$ cat src/rtl/sba_pkg.sv
package sba_pkg;
  localparam int unsigned LVL_W = 8;

  typedef struct packed {
    logic [LVL_W-1:0] drop_lim;
    logic [LVL_W-1:0] pause_lim;
  } lim_t;
endpackage

$ cat src/rtl/sba_level_sel.sv
module sba_level_sel
  import sba_pkg::*;
#(
  parameter int unsigned NP      = 3,
  parameter int unsigned CNT_W   = 8,
  parameter int unsigned ACT_THR = 36,
  parameter int unsigned MULTI   = 2
) (
  input  logic [NP-1:0][CNT_W-1:0] occ_i,
  input  logic [LVL_W-1:0]         drop_hi_i,
  input  logic [LVL_W-1:0]         drop_lo_i,
  input  logic [LVL_W-1:0]         pause_hi_i,
  input  logic [LVL_W-1:0]         pause_lo_i,
  output lim_t                     lim_o
);
  localparam int unsigned NA_W = $clog2(NP + 1);

  logic [NP-1:0] act;
  logic [NA_W-1:0] n_act;

  for (genvar p = 0; p < NP; p++) begin : g_act
    assign act[p] = (occ_i[p] >= CNT_W'(ACT_THR));
  end

  always_comb begin
    n_act = '0;
    for (int p = 0; p < NP; p++) n_act = n_act + NA_W'(act[p]);
  end

  always_comb begin
    if (n_act >= NA_W'(MULTI)) begin
      lim_o.drop_lim  = drop_lo_i;
      lim_o.pause_lim = pause_lo_i;
    end else begin
      lim_o.drop_lim  = drop_hi_i;
      lim_o.pause_lim = pause_hi_i;
    end
  end
endmodule

$ cat src/rtl/sba_port_cnt.sv
module sba_port_cnt
  import sba_pkg::*;
#(
  parameter int unsigned CNT_W = 8
) (
  input  logic             clk_i,
  input  logic             rst_ni,
  input  logic             alloc_i,
  input  logic             free_i,
  input  logic [LVL_W-1:0] drop_lim_i,
  output logic [CNT_W-1:0] occ_o,
  output logic             admit_o,
  output logic             drop_o,
  output logic             err_o
);
  logic [CNT_W-1:0] occ_q, occ_d;
  logic grant, empty;

  assign empty = (occ_q == '0);
  assign grant = alloc_i && ({1'b0, occ_q} < (CNT_W+1)'(drop_lim_i));

  always_comb begin
    occ_d = occ_q;
    if (grant && !free_i)       occ_d = occ_q + 1'b1;
    else if (!grant && free_i && !empty) occ_d = occ_q - 1'b1;
  end

  always_ff @(posedge clk_i or negedge rst_ni) begin
    if (!rst_ni) begin
      occ_q   <= '0;
      admit_o <= 1'b0;
      drop_o  <= 1'b0;
      err_o   <= 1'b0;
    end else begin
      occ_q   <= occ_d;
      admit_o <= grant;
      drop_o  <= alloc_i && !grant;
      err_o   <= free_i && !grant && empty;
    end
  end

  assign occ_o = occ_q;
endmodule

$ cat src/rtl/sba_pause.sv
module sba_pause
  import sba_pkg::*;
#(
  parameter int unsigned CNT_W = 8,
  parameter int unsigned HYST  = 4
) (
  input  logic             clk_i,
  input  logic             rst_ni,
  input  logic [CNT_W-1:0] occ_i,
  input  logic [LVL_W-1:0] pause_lim_i,
  output logic             pause_o
);
  localparam int unsigned W = (CNT_W > LVL_W ? CNT_W : LVL_W) + 2;

  logic set_c, clr_c;
  assign set_c = W'(occ_i) >= W'(pause_lim_i);
  assign clr_c = (W'(occ_i) + W'(HYST)) < W'(pause_lim_i);

  always_ff @(posedge clk_i or negedge rst_ni) begin
    if (!rst_ni)    pause_o <= 1'b0;
    else if (set_c) pause_o <= 1'b1;
    else if (clr_c) pause_o <= 1'b0;
  end
endmodule

$ cat src/rtl/shared_buf_adm.sv
module shared_buf_adm
  import sba_pkg::*;
#(
  parameter int unsigned NP      = 3,
  parameter int unsigned CNT_W   = 8,
  parameter int unsigned ACT_THR = 36,
  parameter int unsigned HYST    = 4
) (
  input  logic             clk_i,
  input  logic             rst_ni,
  input  logic [NP-1:0]    alloc_req_i,
  input  logic [NP-1:0]    free_i,
  input  logic [LVL_W-1:0] drop_hi_i,
  input  logic [LVL_W-1:0] drop_lo_i,
  input  logic [LVL_W-1:0] pause_hi_i,
  input  logic [LVL_W-1:0] pause_lo_i,
  output logic [NP-1:0]    admit_o,
  output logic [NP-1:0]    drop_o,
  output logic [NP-1:0]    pause_o,
  output logic [NP-1:0]    free_err_o
);
  logic [NP-1:0][CNT_W-1:0] occ;
  lim_t lim;

  sba_level_sel #(.NP(NP), .CNT_W(CNT_W), .ACT_THR(ACT_THR), .MULTI(2)) u_sel (
    .occ_i     (occ),
    .drop_hi_i (drop_hi_i),
    .drop_lo_i (drop_lo_i),
    .pause_hi_i(pause_hi_i),
    .pause_lo_i(pause_lo_i),
    .lim_o     (lim)
  );

  for (genvar p = 0; p < NP; p++) begin : g_port
    sba_port_cnt #(.CNT_W(CNT_W)) u_cnt (
      .clk_i     (clk_i),
      .rst_ni    (rst_ni),
      .alloc_i   (alloc_req_i[p]),
      .free_i    (free_i[p]),
      .drop_lim_i(lim.drop_lim),
      .occ_o     (occ[p]),
      .admit_o   (admit_o[p]),
      .drop_o    (drop_o[p]),
      .err_o     (free_err_o[p])
    );

    sba_pause #(.CNT_W(CNT_W), .HYST(HYST)) u_pause (
      .clk_i      (clk_i),
      .rst_ni     (rst_ni),
      .occ_i      (occ[p]),
      .pause_lim_i(lim.pause_lim),
      .pause_o    (pause_o[p])
    );
  end
endmodule

$ cat config.mk
export PLATFORM = sky130hd
export DESIGN_NAME = shared_buf_adm
export DESIGN_NICKNAME = d
export VERILOG_FILES = /design/src/rtl/sba_pkg.sv /design/src/rtl/sba_level_sel.sv /design/src/rtl/sba_port_cnt.sv /design/src/rtl/sba_pause.sv /design/src/rtl/shared_buf_adm.sv
export SDC_FILE = /design/constraint.sdc
export NUM_CORES = 1
export LEC_CHECK = 0
export BUFFER_PORTS_ARGS = -buffer_cell sky130_fd_sc_hd__buf_2
export CAP_MARGIN = 20
export CORE_AREA = 2 2 90 92
export DETAILED_ROUTE_END_ITERATION = 10
export DIE_AREA = 0 0 92 94
export PLACE_DENSITY = 0.94
export SYNTH_ARGS = -nofsm -noshare
export SYNTH_HDL_FRONTEND = slang
export SYNTH_SLANG_ARGS = --single-unit
$ cat constraint.sdc
create_clock -name clk_i -period 6.9 [get_ports clk_i]
set_clock_uncertainty 0.15 [all_clocks]
set_input_delay 1.38 -clock clk_i [delete_from_list [all_inputs] [get_ports clk_i]]
set_output_delay 1.38 -clock clk_i [all_outputs]
set_load 0.01 [all_outputs]
# --- Yosys cells after proc, flatten, opt, wreduce, memory -nomap -nowiden ---
# Index checks and enable logic that the tools add are counted.
classes:
  n_lt_le_gt_ge: 13
  n_mux: 13
  n_addsub: 11
  n_reduce_logical: 36
ops:
  columns: ["op", "count"]
  rows:
  - ["$mux 8", 6]
  - ["$lt 10x8->1", 3]
  - ["$add 8x3->9 const B", 3]
  - ["$add 8x1->8 const B", 3]
  - ["$ge 8x6->1 const B", 3]
  - ["$ge 8x8->1", 3]
  - ["$logic_not 8->1", 3]
  - ["$lt 8x8->1", 3]
  - ["$sub 8x1->8 const B", 3]
  - ["$logic_and 1x1->1", 18]
  - ["$mux 16", 1]
  - ["$reduce_bool 2->1", 6]
  - ["$logic_not 1->1", 9]
  - ["$mux 1", 6]
  - ["$add 1x1->2", 1]
  - ["$add 2x1->2", 1]
  - ["$ge 2x2->1 const B", 1]
totals:
  register_bits: 36
  inputBits: 40
  output_inout_bits: 12
  word_cells: 88

# --- Longest topological paths before layout ---
# Gate-level depths: netlist of run 1.
depth:
  ltp_word: 12
  depth_mapped: 29
  depth_no_buf: 28

# --- Hierarchy ---
# Synthesis of run 1 repeated with hierarchy kept, for this count alone.
unflattened:
  hier_cells: 500
  hier_area_um2: 4519.3
by_module_without_submodules:
  columns: ["mod", "instances", "area_per_inst_um2", "cells_each", "seq_area_each_um2"]
  rows:
  - ["sba_port_cnt (g_port[1].u_cnt)", 1, 977.2, 104, 275.3]
  - ["sba_port_cnt (g_port[0].u_cnt)", 1, 972.2, 103, 275.3]
  - ["sba_port_cnt (g_port[2].u_cnt)", 1, 952.2, 101, 275.3]
  - ["sba_pause (g_port[1].u_pause ...)", 2, 432.9, 55, 25.0]
  - ["sba_pause (g_port[0].u_pause)", 1, 437.9, 55, 25.0]
  - ["sba_level_sel", 1, 314.1, 27, 0.0]

# --- Least setup slack after synthesis of run 1 ---
# OpenSTA, ideal clock, no wires.
synth_timing:
  path_type: "register -> register"
  startpoint: "register g_port[2].u_cnt.occ_q[3]"
  endpoint: "register g_port[2].u_cnt.occ_q[7]"
  required_ns: 6.623
  stages_incl_launch_ff: 30
  path_slack_ns: 1.020
  setup_time_ns: 0.127
  arrival_ns: 5.603
  path_buffers: 1
  synth_period_minus_slack_ns: 5.880
  path_cell_list: "dfrtp_1 inv_1 ha_1 nand2_1 nand3b_1 nand2_1 nand2_1 ha_1 o31ai_4 a31oi_4 nor2_1 clkbuf_1 mux2i_1 ha_1 a21o_1 a21o_1 a21o_1 nor4b_4 o41ai_4 a21oi_1 inv_2 ha_1 a21o_1 a21oi_1 o21bai_1 a21oi_1 o21ai_0 nor3_1 a21oi_1 xnor2_1"
synth_between:
  elab_chain_cells: 10
  word_cells_on_any_way: 17
  classes_between: "add/sub (3); order compare (3); mux (3); reduce/logical (8)"
synth_rtl:
  columns: ["item", "line_no", "source"]
  rows:
  - ["start, declared", "sba_port_cnt.sv:16", "logic [CNT_W-1:0] occ_q, occ_d;"]
  - ["start signal, assigned", "sba_port_cnt.sv:30", "occ_q <= '0;"]
  - ["start signal, assigned", "sba_port_cnt.sv:35", "occ_q <= occ_d;"]
  - ["$ge 8x6->1", "sba_level_sel.sv:22", "assign act[p] = (occ_i[p] >= CNT_W'(ACT_THR));"]
  - ["$add 2x1->2", "sba_level_sel.sv:27", "for (int p = 0; p < NP; p++) n_act = n_act + NA_W'(act[p]);"]
  - ["$ge 2x2->1", "sba_level_sel.sv:31", "if (n_act >= NA_W'(MULTI)) begin"]
  - ["$mux 16", "sba_level_sel.sv:31", null]
  - ["$lt 8x8->1", "sba_port_cnt.sv:20", "assign grant = alloc_i && ({1'b0, occ_q} < (CNT_W+1)'(drop_lim_i));"]
  - ["$logic_and 1x1->1", "sba_port_cnt.sv:20", null]
  - ["$logic_not 1->1", "sba_port_cnt.sv:25", "else if (!grant && free_i && !empty) occ_d = occ_q - 1'b1;"]
  - ["$logic_and 1x1->1 (2 in series)", "sba_port_cnt.sv:25", null]
  - ["$reduce_bool 2->1 (no line)", null, null]
# Several ways; a longest one is shown, not always the timed one. The select of a mux whose other input is x is not followed.
# A chain may end at the register's enable or synchronous reset.

# --- Worst setup path in the final report of run 1 ---
# Same ends and word-level chain as after synthesis.

==> results.toml, run 1 <==
[sta]
period_share = 0.909
fmax_ghz = 0.159
rsz0062_at_grt = "false"
tns_ns = 0
worst_pin_slew_ns = 0.837
max_slew_margin = 0.442
hold-worst-slack_ns = 0.408
worst_slack_ns = 0.630
period_needed_ns = 6.27
drv_slew = 0
final_hold_viol_count = 0
finalSetupViolations = 0

[worst_setup_path]
required_ns = 6.94
critPathTopFamily = "compound AO/OA/AOI/OAI gates"
cp_slowest_cell = "dfrtp_1"
worstSetupPathType = "reg -> reg"
critPathMaxFanout = 13
crit_path_start = "g_port[2].u_cnt.occ_o[3]"
critical_path_buf_inv_count = 3
worstSetupEndpointType = "flop"
cp_data_arrival_time_ns = 6.31
startpoint_type = "flop"
cpPeakStageDelay_ns = 0.51
worst_r2r_path_depth = 29
r2r_start = "g_port[2].u_cnt.occ_o[3]"
crit_cells = 29

[logic_synthesis]
synth_xor_area_frac = 0.0740
synth_top_family_by_area = "adder cells"
yosys.area.top_type_share = 0.239
synth_area_leaders = "ha_1 24%, dfrtp_1 20%, xnor2_1 6.3%"
yosys.area_share.adder = 0.252
avgSynthCellArea_sq_um = 9.55
synth_flop_cell = "dfrtp_1"
synth-compound-area-share = 0.224
synth_edf_count = 0
yosysSeqAreaShare = 0.195
ys_seq_elements = 36
yosys.area.top_type = "ha_1"
async_reset_ff_frac = 1.00
synthMuxAreaShare = 0.0504
netlist_area_sq_um = 4610
synth.distinct_cells = 65
synth_nets = 614
yosysWarnings = 0
synthCells = 483
synthSimpleGateAreaFrac = 0.160

[place]
place_ws_ns = 0.701
portBuffers = 51
dp_hpwl_mm = 9.00
placed_cell_area_sq_um = 4870
gp_congestion = 0.940

[grt]
antenna_found_initial = 0
groute.usage.overall = 0.272
grt_overflow_total = 0
grt_max_degree = 37
grt_pass1_wl_mm = 18.6
grt_pass1_vias = 3947

[route]
postRouteAntennaNets = 0
totalWireLength_mm = 11.4
drtIter0Drc = 244
vias_per_cell = 6.24
vias = 3910
firstDrtPassIters = 5
routedWlPerCell_um = 18.1
drc = 0

[clock_tree]
clk-insertion-delay-late_ns = 0.30
path_clk_slew_ns = 0.08
clockRootBuffer = "clkbuf_8"
max-clock-path-buffers = 2
hold_buffers = 0
cts_sinks = 36
cts_resized = 0
tritoncts = "yes"
post_cts_buffers = 0
cts_buffers = 5
h-tree-depth = 2

[floorplan]
die_x_um = 92
die_h_um = 94
design.core.area_sq_um = 7610
io_pins = 52
initial_core_util = 0.606
row_count = 32
dieArea_sq_um = 8650

[cells_and_area]
fin_nets = 655
fin_area_sq_um = 4960
num_antenna_cells = 0
area_growth_pct = 7.57
drive_above_1_share = 0.177

[worst_hold_path]
min_path_type = "reg -> reg"
hold_depth = 2
worstHoldStart = "g_port[0].u_pause.pause_o"

[flow_run]
max_cap_violations = 0

[outcome]
status = "completed"
## cells in the final DEF, fill, tap and decap left out, types with 3 or more instances in the layout
cell type and instances:
ha_1 88, a21o_1 18, fa_1 3, nand4_1 6
o21ai_0 16, nor2_1 19, nand3_1 11, nor2b_1 11
o211ai_1 5, o21bai_1 9, clkbuf_8 6, a21oi_1 37
nor3_1 7, nand4b_1 3, and3_1 5, nor3b_1 3
xnor2_1 33, nand2_4 3, nand2_1 26, a22o_1 9
inv_1 16, o21a_1 8, mux2i_1 21, nand2b_1 11
xor2_1 6, a211oi_1 5, buf_2 51, and2_1 3
dfrtp_1 36
## worst paths after layout
check / end / slack, ns
worst max-delay path: g_port[2].u_cnt.occ_o[7] / 0.63
worst min-delay path: g_port[0].u_pause.pause_o / 0.41
worst max register to register: g_port[2].u_cnt.occ_o[7] / 0.63
worst min register to register: g_port[0].u_pause.pause_o / 0.41
max in group asynchronous: g_port[1].u_cnt.occ_o[0] / 5.05
min in group asynchronous: g_port[0].u_cnt.err_o / 1.03
## metrics by stage
step | utilization | std cells
3_5_place_dp | 0.640 | 619
6_report | 0.652 | 627
4_1_cts | 0.652 | 627
3_3_place_gp | 0.640 | 619
5_1_grt | 0.652 | 627
2_1_floorplan | - | 483
## Yosys cell counts, types with 3 or more instances
cell type / n
xor2_1: 6
nand2b_1: 11
and2_1: 3
nand4_1: 6
o211ai_1: 5
buf_4: 12
dfrtp_1: 36
nand2_4: 3
o21ai_0: 16
and3_1: 5
nand2_1: 26
o21bai_1: 9
mux2i_1: 21
nor2b_1: 11
nor3_1: 7
xnor2_1: 33
inv_1: 16
nor2_1: 19
a21oi_1: 37
a22o_1: 9
nor3b_1: 3
o21a_1: 8
a211oi_1: 5
nand4b_1: 3
a21o_1: 18
nand3_1: 11
buf_6: 3
fa_1: 3
clkbuf_1: 3
ha_1: 88
## tightest hold or removal path, cell delays in order (launching register included)
cell and delay, ns:
dfrtp_1 0.36, o21ai_0 0.09, nand4b_1 0.08
## flip-flops by register name, summed over array words and instances, names as in the netlist
name / count
g_port.u_cnt.admit_o: 3
g_port.u_pause.pause_o: 3
g_port.u_cnt.err_o: 3
g_port.u_cnt.drop_o: 3
g_port.u_cnt.occ_o: 24
## per-layer routing
metal  routed length [um]  GRT usage
met3                  547     0.0385
met2                 5570      0.485
met4                  359      0.109
met1                 4890      0.330
met5                    0          0
## layout make-up
class,count,area [sq um]
Tap cell,102,128
Multi-Input combinational cell,411,3510
Sequential cell,36,901
Clock buffer,7,86.3
Inverter,18,67.6
Timing Repair Buffer,52,263
Fill cell,609,2650
Clock inverter,1,7.51
## kinds of logic after synthesis
group / count (synthesis)
mux: 23
compound gates: 133
fa+ha+maj: 91
xor+xnor: 39
simple gates: 125
flops: 36
buf+inv: 36
Power of run 1 is left out: the tool's default activity adds up to more than one toggle a clock period on the data nets, which glitch-free logic cannot reach.
==> inputs of run 2 (changes only) <==
Settings changed: CORE_AREA 2 2 90 92 to 2 2 100 102, DIE_AREA 0 0 92 94 to 0 0 102 104, PLACE_DENSITY 0.94 to 0.8.
==> run 2 against run 1 <==
  * Final area rose by 1.1%
  * Die area is 23% higher
  * Core utilization shrank 13 points
  * Sequential share of layout area is 0.19 points lower
  * Critical endpoint unchanged
  * Largest cell class unchanged
  * Sequential cell count stayed put
  * Critical path type unchanged
  * Cell count up 4.9%
==> results.toml, run 2 (synthesis gave the netlist of run 1 again) <==
[cells_and_area]
num_antenna_cells = 0
final_cell_mix = "88 x ha_1, 51 x buf_2, 37 x a21oi_1"
num-fill-cells = 906
fin_nets = 655
drive_above_1_share = 0.177
largest_reg_flops = 24
finalNonFillerCells = 658
area_growth_pct = 8.71
final_common_cell = "ha_1"

[worst_setup_path]
worstSetupPathType = "reg -> reg"
worst_r2r_path_depth = 29
reg2reg_slack_ns = 0.74
r2r-end = "g_port[2].u_cnt.occ_o[7]"
r2r_start = "g_port[0].u_cnt.occ_o[3]"
critPathMaxFanout = 13
cpPeakStageDelay_ns = 0.46
required_ns = 6.93
startpoint_type = "flop"
worstSetupEndpointType = "flop"
cp_data_arrival_time_ns = 6.20
cp_slowest_cell = "dfrtp_1"

[floorplan]
row_count = 36
die_x_um = 102
dieArea_sq_um = 10600
io_pins = 52
initial_core_util = 0.483
design.core.area_sq_um = 9550
die_h_um = 104

[place]
gp_congestion = 0.913
dp.cells = 650
portBuffers = 51
dp_hpwl_mm = 8.76

[grt]
grt_pass1_wl_mm = 18.6
antenna_found_initial = 0
grt_pass1_vias = 3940
grt_max_degree = 37
groute.usage.overall = 0.217
grt_overflow_total = 0

[route]
totalWireLength_mm = 11.1
routedWlPerCell_um = 16.9
postRouteAntennaNets = 0
vias = 3775
vias_per_cell = 5.74
drc = 0
firstDrtPassIters = 4
drtIter0Drc = 124

[clock_tree]
hold_buffers = 0
path_clk_slew_ns = 0.08
post_cts_buffers = 0
max-clock-path-buffers = 2
cts_sinks = 36
clockRootBuffer = "clkbuf_8"
cts_resized = 0
tritoncts = "yes"
h-tree-depth = 2
cts_buffers = 5
clk-insertion-delay-late_ns = 0.30

[sta]
period_share = 0.893
worst_pin_slew_ns = 0.870
final_hold_viol_count = 0
rsz0062_at_grt = "false"
fmax_ghz = 0.162
tns_ns = 0
period_needed_ns = 6.16
drv_slew = 0
finalSetupViolations = 0
max_slew_margin = 0.420

[flow_run]
max_cap_violations = 0

[worst_hold_path]
min_path_type = "reg -> reg"
holdPathEnd = "g_port[2].u_pause.pause_o"
hold_depth = 2
worstHoldStart = "g_port[2].u_pause.pause_o"

[outcome]
status = "completed"
==> run 2: routing by layer <==
metal  vias to the layer above  GRT usage  share of wire
met1                      1852      0.278           0.45
li1                       1844          -              -
met2                        64      0.376           0.50
met4                         0     0.0619          0.019
met3                        15     0.0296          0.030
met5                         -          0              0
==> run 2: critical path: cells and delay by family, from the launching register on <==
kind / cells / cell delay [ns]
buffers and inverters: 3 / 0.50
adder cells (fa/ha/maj): 4 / 1.25
multiplexers: 1 / 0.31
AND/OR/NAND/NOR: 7 / 0.97
XOR/XNOR: 1 / 0.13
AO/OA/AOI/OAI: 13 / 2.29
flip-flops: 1 / 0.46
==> run 2: final cells by class <==
| class | instances | area (sq um) | area share |
|---|---|---|---|
| Multi-Input combinational cell | 411 | 3510 | 0.700 |
| Sequential cell | 36 | 901 | 0.180 |
| Timing Repair Buffer | 52 | 263 | 0.0524 |
| Tap cell | 133 | 166 | 0.0332 |
| Clock buffer | 6 | 72.6 | 0.0145 |
| Inverter | 18 | 67.6 | 0.0135 |
| Clock inverter | 2 | 35.0 | 0.00699 |
==> run 2: worst max path at each step <==
stage	to	cells past startpoint	slack [ns]	start
after floorplan	g_port[2].u_cnt.occ_o[7]	29	1.02	g_port[2].u_cnt.occ_o[3]
after global placement	g_port[2].u_cnt.occ_o[7]	29	1.04	g_port[2].u_cnt.occ_o[3]
after detailed placement	g_port[2].u_cnt.occ_o[7]	29	0.82	g_port[2].u_cnt.occ_o[3]
after CTS	g_port[2].u_cnt.occ_o[7]	29	0.79	g_port[2].u_cnt.occ_o[3]
after global routing	g_port[2].u_cnt.occ_o[7]	29	0.30	g_port[0].u_cnt.occ_o[3]
final	g_port[2].u_cnt.occ_o[7]	29	0.74	g_port[0].u_cnt.occ_o[3]
==> run 2: per-stage QoR <==
| stage | worst slack, ns | util | area, sq um | hold slack (ns) |
|---|---|---|---|---|
| 2_1_floorplan | 1.02 | - | 4610 | 0.364 |
| 3_3_place_gp | 1.04 | 0.514 | 4910 | 0.388 |
| 3_5_place_dp | 0.818 | 0.514 | 4910 | 0.396 |
| 4_1_cts | 0.788 | 0.525 | 5010 | 0.414 |
| 5_1_grt | 0.299 | 0.525 | 5010 | 0.466 |
| 6_report | 0.736 | 0.525 | 5010 | 0.405 |
Power of run 2 is left out for the same reason.
==> inputs of run 3 (changes only) <==
Settings changed: RECOVER_POWER from default to 100.
==> run 3 against run 2 <==
  * The flow now finishes with violations (max-capacitance violations, max-slew violations)
  * Sequential cell count is the same
  * Routed wire length shrank 0.18%
  * Cell count is the same
  * Via count shrank 0.19%
  * Setup slack lost 0.081 ns
  * Worst hold slack gained 0.0057 ns
  * Non-clock buffer count is the same
  * First-iteration DRC count grew 8.9%
  * Critical path depth is the same
  * Critical endpoint is now g_port[1].u_cnt.occ_o[7]
==> results.toml, run 3 (synthesis gave the netlist of run 1 again) <==
[sta]
tns_ns = 0
fmax_ghz = 0.160
period_needed_ns = 6.25
period_share = 0.905
rsz0062_at_grt = "false"
finalSetupViolations = 0
worst_pin_slew_ns = 2.05
drv_slew = 37
max_slew_margin = -0.364
final_hold_viol_count = 0

[cells_and_area]
area_growth_pct = 6.35
drive_above_1_share = 0.128
largest_reg_flops = 24
final_cell_mix = "88 x ha_1, 39 x a21oi_1, 38 x buf_2"
num_antenna_cells = 0
fin_nets = 655
final_common_cell = "ha_1"

[worst_setup_path]
worstSetupEndpointType = "flop"
startpoint_type = "flop"
critical_path_buf_inv_count = 3
path_common_cell = "a21oi_1"
cp_data_arrival_time_ns = 6.26
crit_cells = 29
required_ns = 6.92
worstSetupPathType = "reg -> reg"
critPathMaxFanout = 13
worst_r2r_path_depth = 29
cpPeakStageDelay_ns = 0.52
critPathTopFamily = "compound AO/OA/AOI/OAI gates"
cp_slowest_cell = "dfrtp_1"

[outcome]
violations = "max-capacitance violations, max-slew violations"
status = "complete, but fails checks"

[clock_tree]
cts_sinks = 36
cts_buffers = 5
clk-insertion-delay-late_ns = 0.29
clockRootBuffer = "clkbuf_8"
cts_resized = 0
path_clk_slew_ns = 0.08
tritoncts = "yes"
post_cts_buffers = 0
h-tree-depth = 2
hold_buffers = 0
max-clock-path-buffers = 2

[route]
totalWireLength_mm = 11.1
drc = 0
firstDrtPassIters = 4
vias = 3768
vias_per_cell = 5.73
postRouteAntennaNets = 0
drtIter0Drc = 135
routedWlPerCell_um = 16.8

[worst_hold_path]
hold_depth = 2
min_path_type = "reg -> reg"

[floorplan]
dieArea_sq_um = 10600
die_h_um = 104
die_x_um = 102
initial_core_util = 0.483
io_pins = 52
row_count = 36
design.core.area_sq_um = 9550

[grt]
antenna_found_initial = 0
grt_pass1_wl_mm = 18.6
grt_overflow_total = 0
groute.usage.overall = 0.217
grt_max_degree = 37
grt_pass1_vias = 3940

[place]
portBuffers = 51
gp_congestion = 0.913
dp_hpwl_mm = 8.76

[flow_run]
max_cap_violations = 1
[run 3: path summary, 6_finish.rpt]
path / from / end / slack, ns
min in group asynchronous: rst_ni / g_port[0].u_cnt.admit_o / 1.52
worst max register to register: g_port[2].u_cnt.occ_o[3] / g_port[1].u_cnt.occ_o[7] / 0.65
worst min-delay path: g_port[2].u_pause.pause_o / g_port[2].u_pause.pause_o / 0.41
max in group asynchronous: rst_ni / g_port[2].u_cnt.occ_o[0] / 3.91
worst min register to register: g_port[2].u_pause.pause_o / g_port[2].u_pause.pause_o / 0.41
worst max-delay path: g_port[2].u_cnt.occ_o[3] / g_port[1].u_cnt.occ_o[7] / 0.65
[run 3: stage by stage]
stage	utilization	area [sq um]	hold slack [ns]	setup WS [ns]	cells
finish	0.514	4910	0.411	0.655	658
global route	0.514	4910	0.470	0.225	658
CTS	0.525	5010	0.414	0.788	658
detailed placement	0.514	4910	0.396	0.818	650
global placement	0.514	4910	0.388	1.04	650
floorplan	-	4610	0.364	1.02	483
[run 3: worst min-delay path, stage by stage (launching register included)]
cell      delay (ns)
dfrtp_1         0.37
o21ai_0         0.09
nand4b_1        0.08
[run 3: area by class of cell]
class / count / area, sq um
clock buffer: 6 / 72.6
multi-input combinational: 411 / 3420
inverter: 18 / 67.6
fill: 933 / 4640
clock inverter: 2 / 35.0
tap: 133 / 166
sequential: 36 / 901
timing repair buffer: 52 / 246
[run 3: per-layer routing]
metal / vias to the layer above / track usage / part of all wire / wire length [um]
li1: 1846 / - / - / -
met4: 0 / 0.0619 / 0.021 / 233
met5: - / 0 / 0 / 0
met2: 76 / 0.376 / 0.50 / 5560
met3: 19 / 0.0296 / 0.036 / 401
met1: 1827 / 0.278 / 0.44 / 4870
Power of run 3 is left out for the same reason.
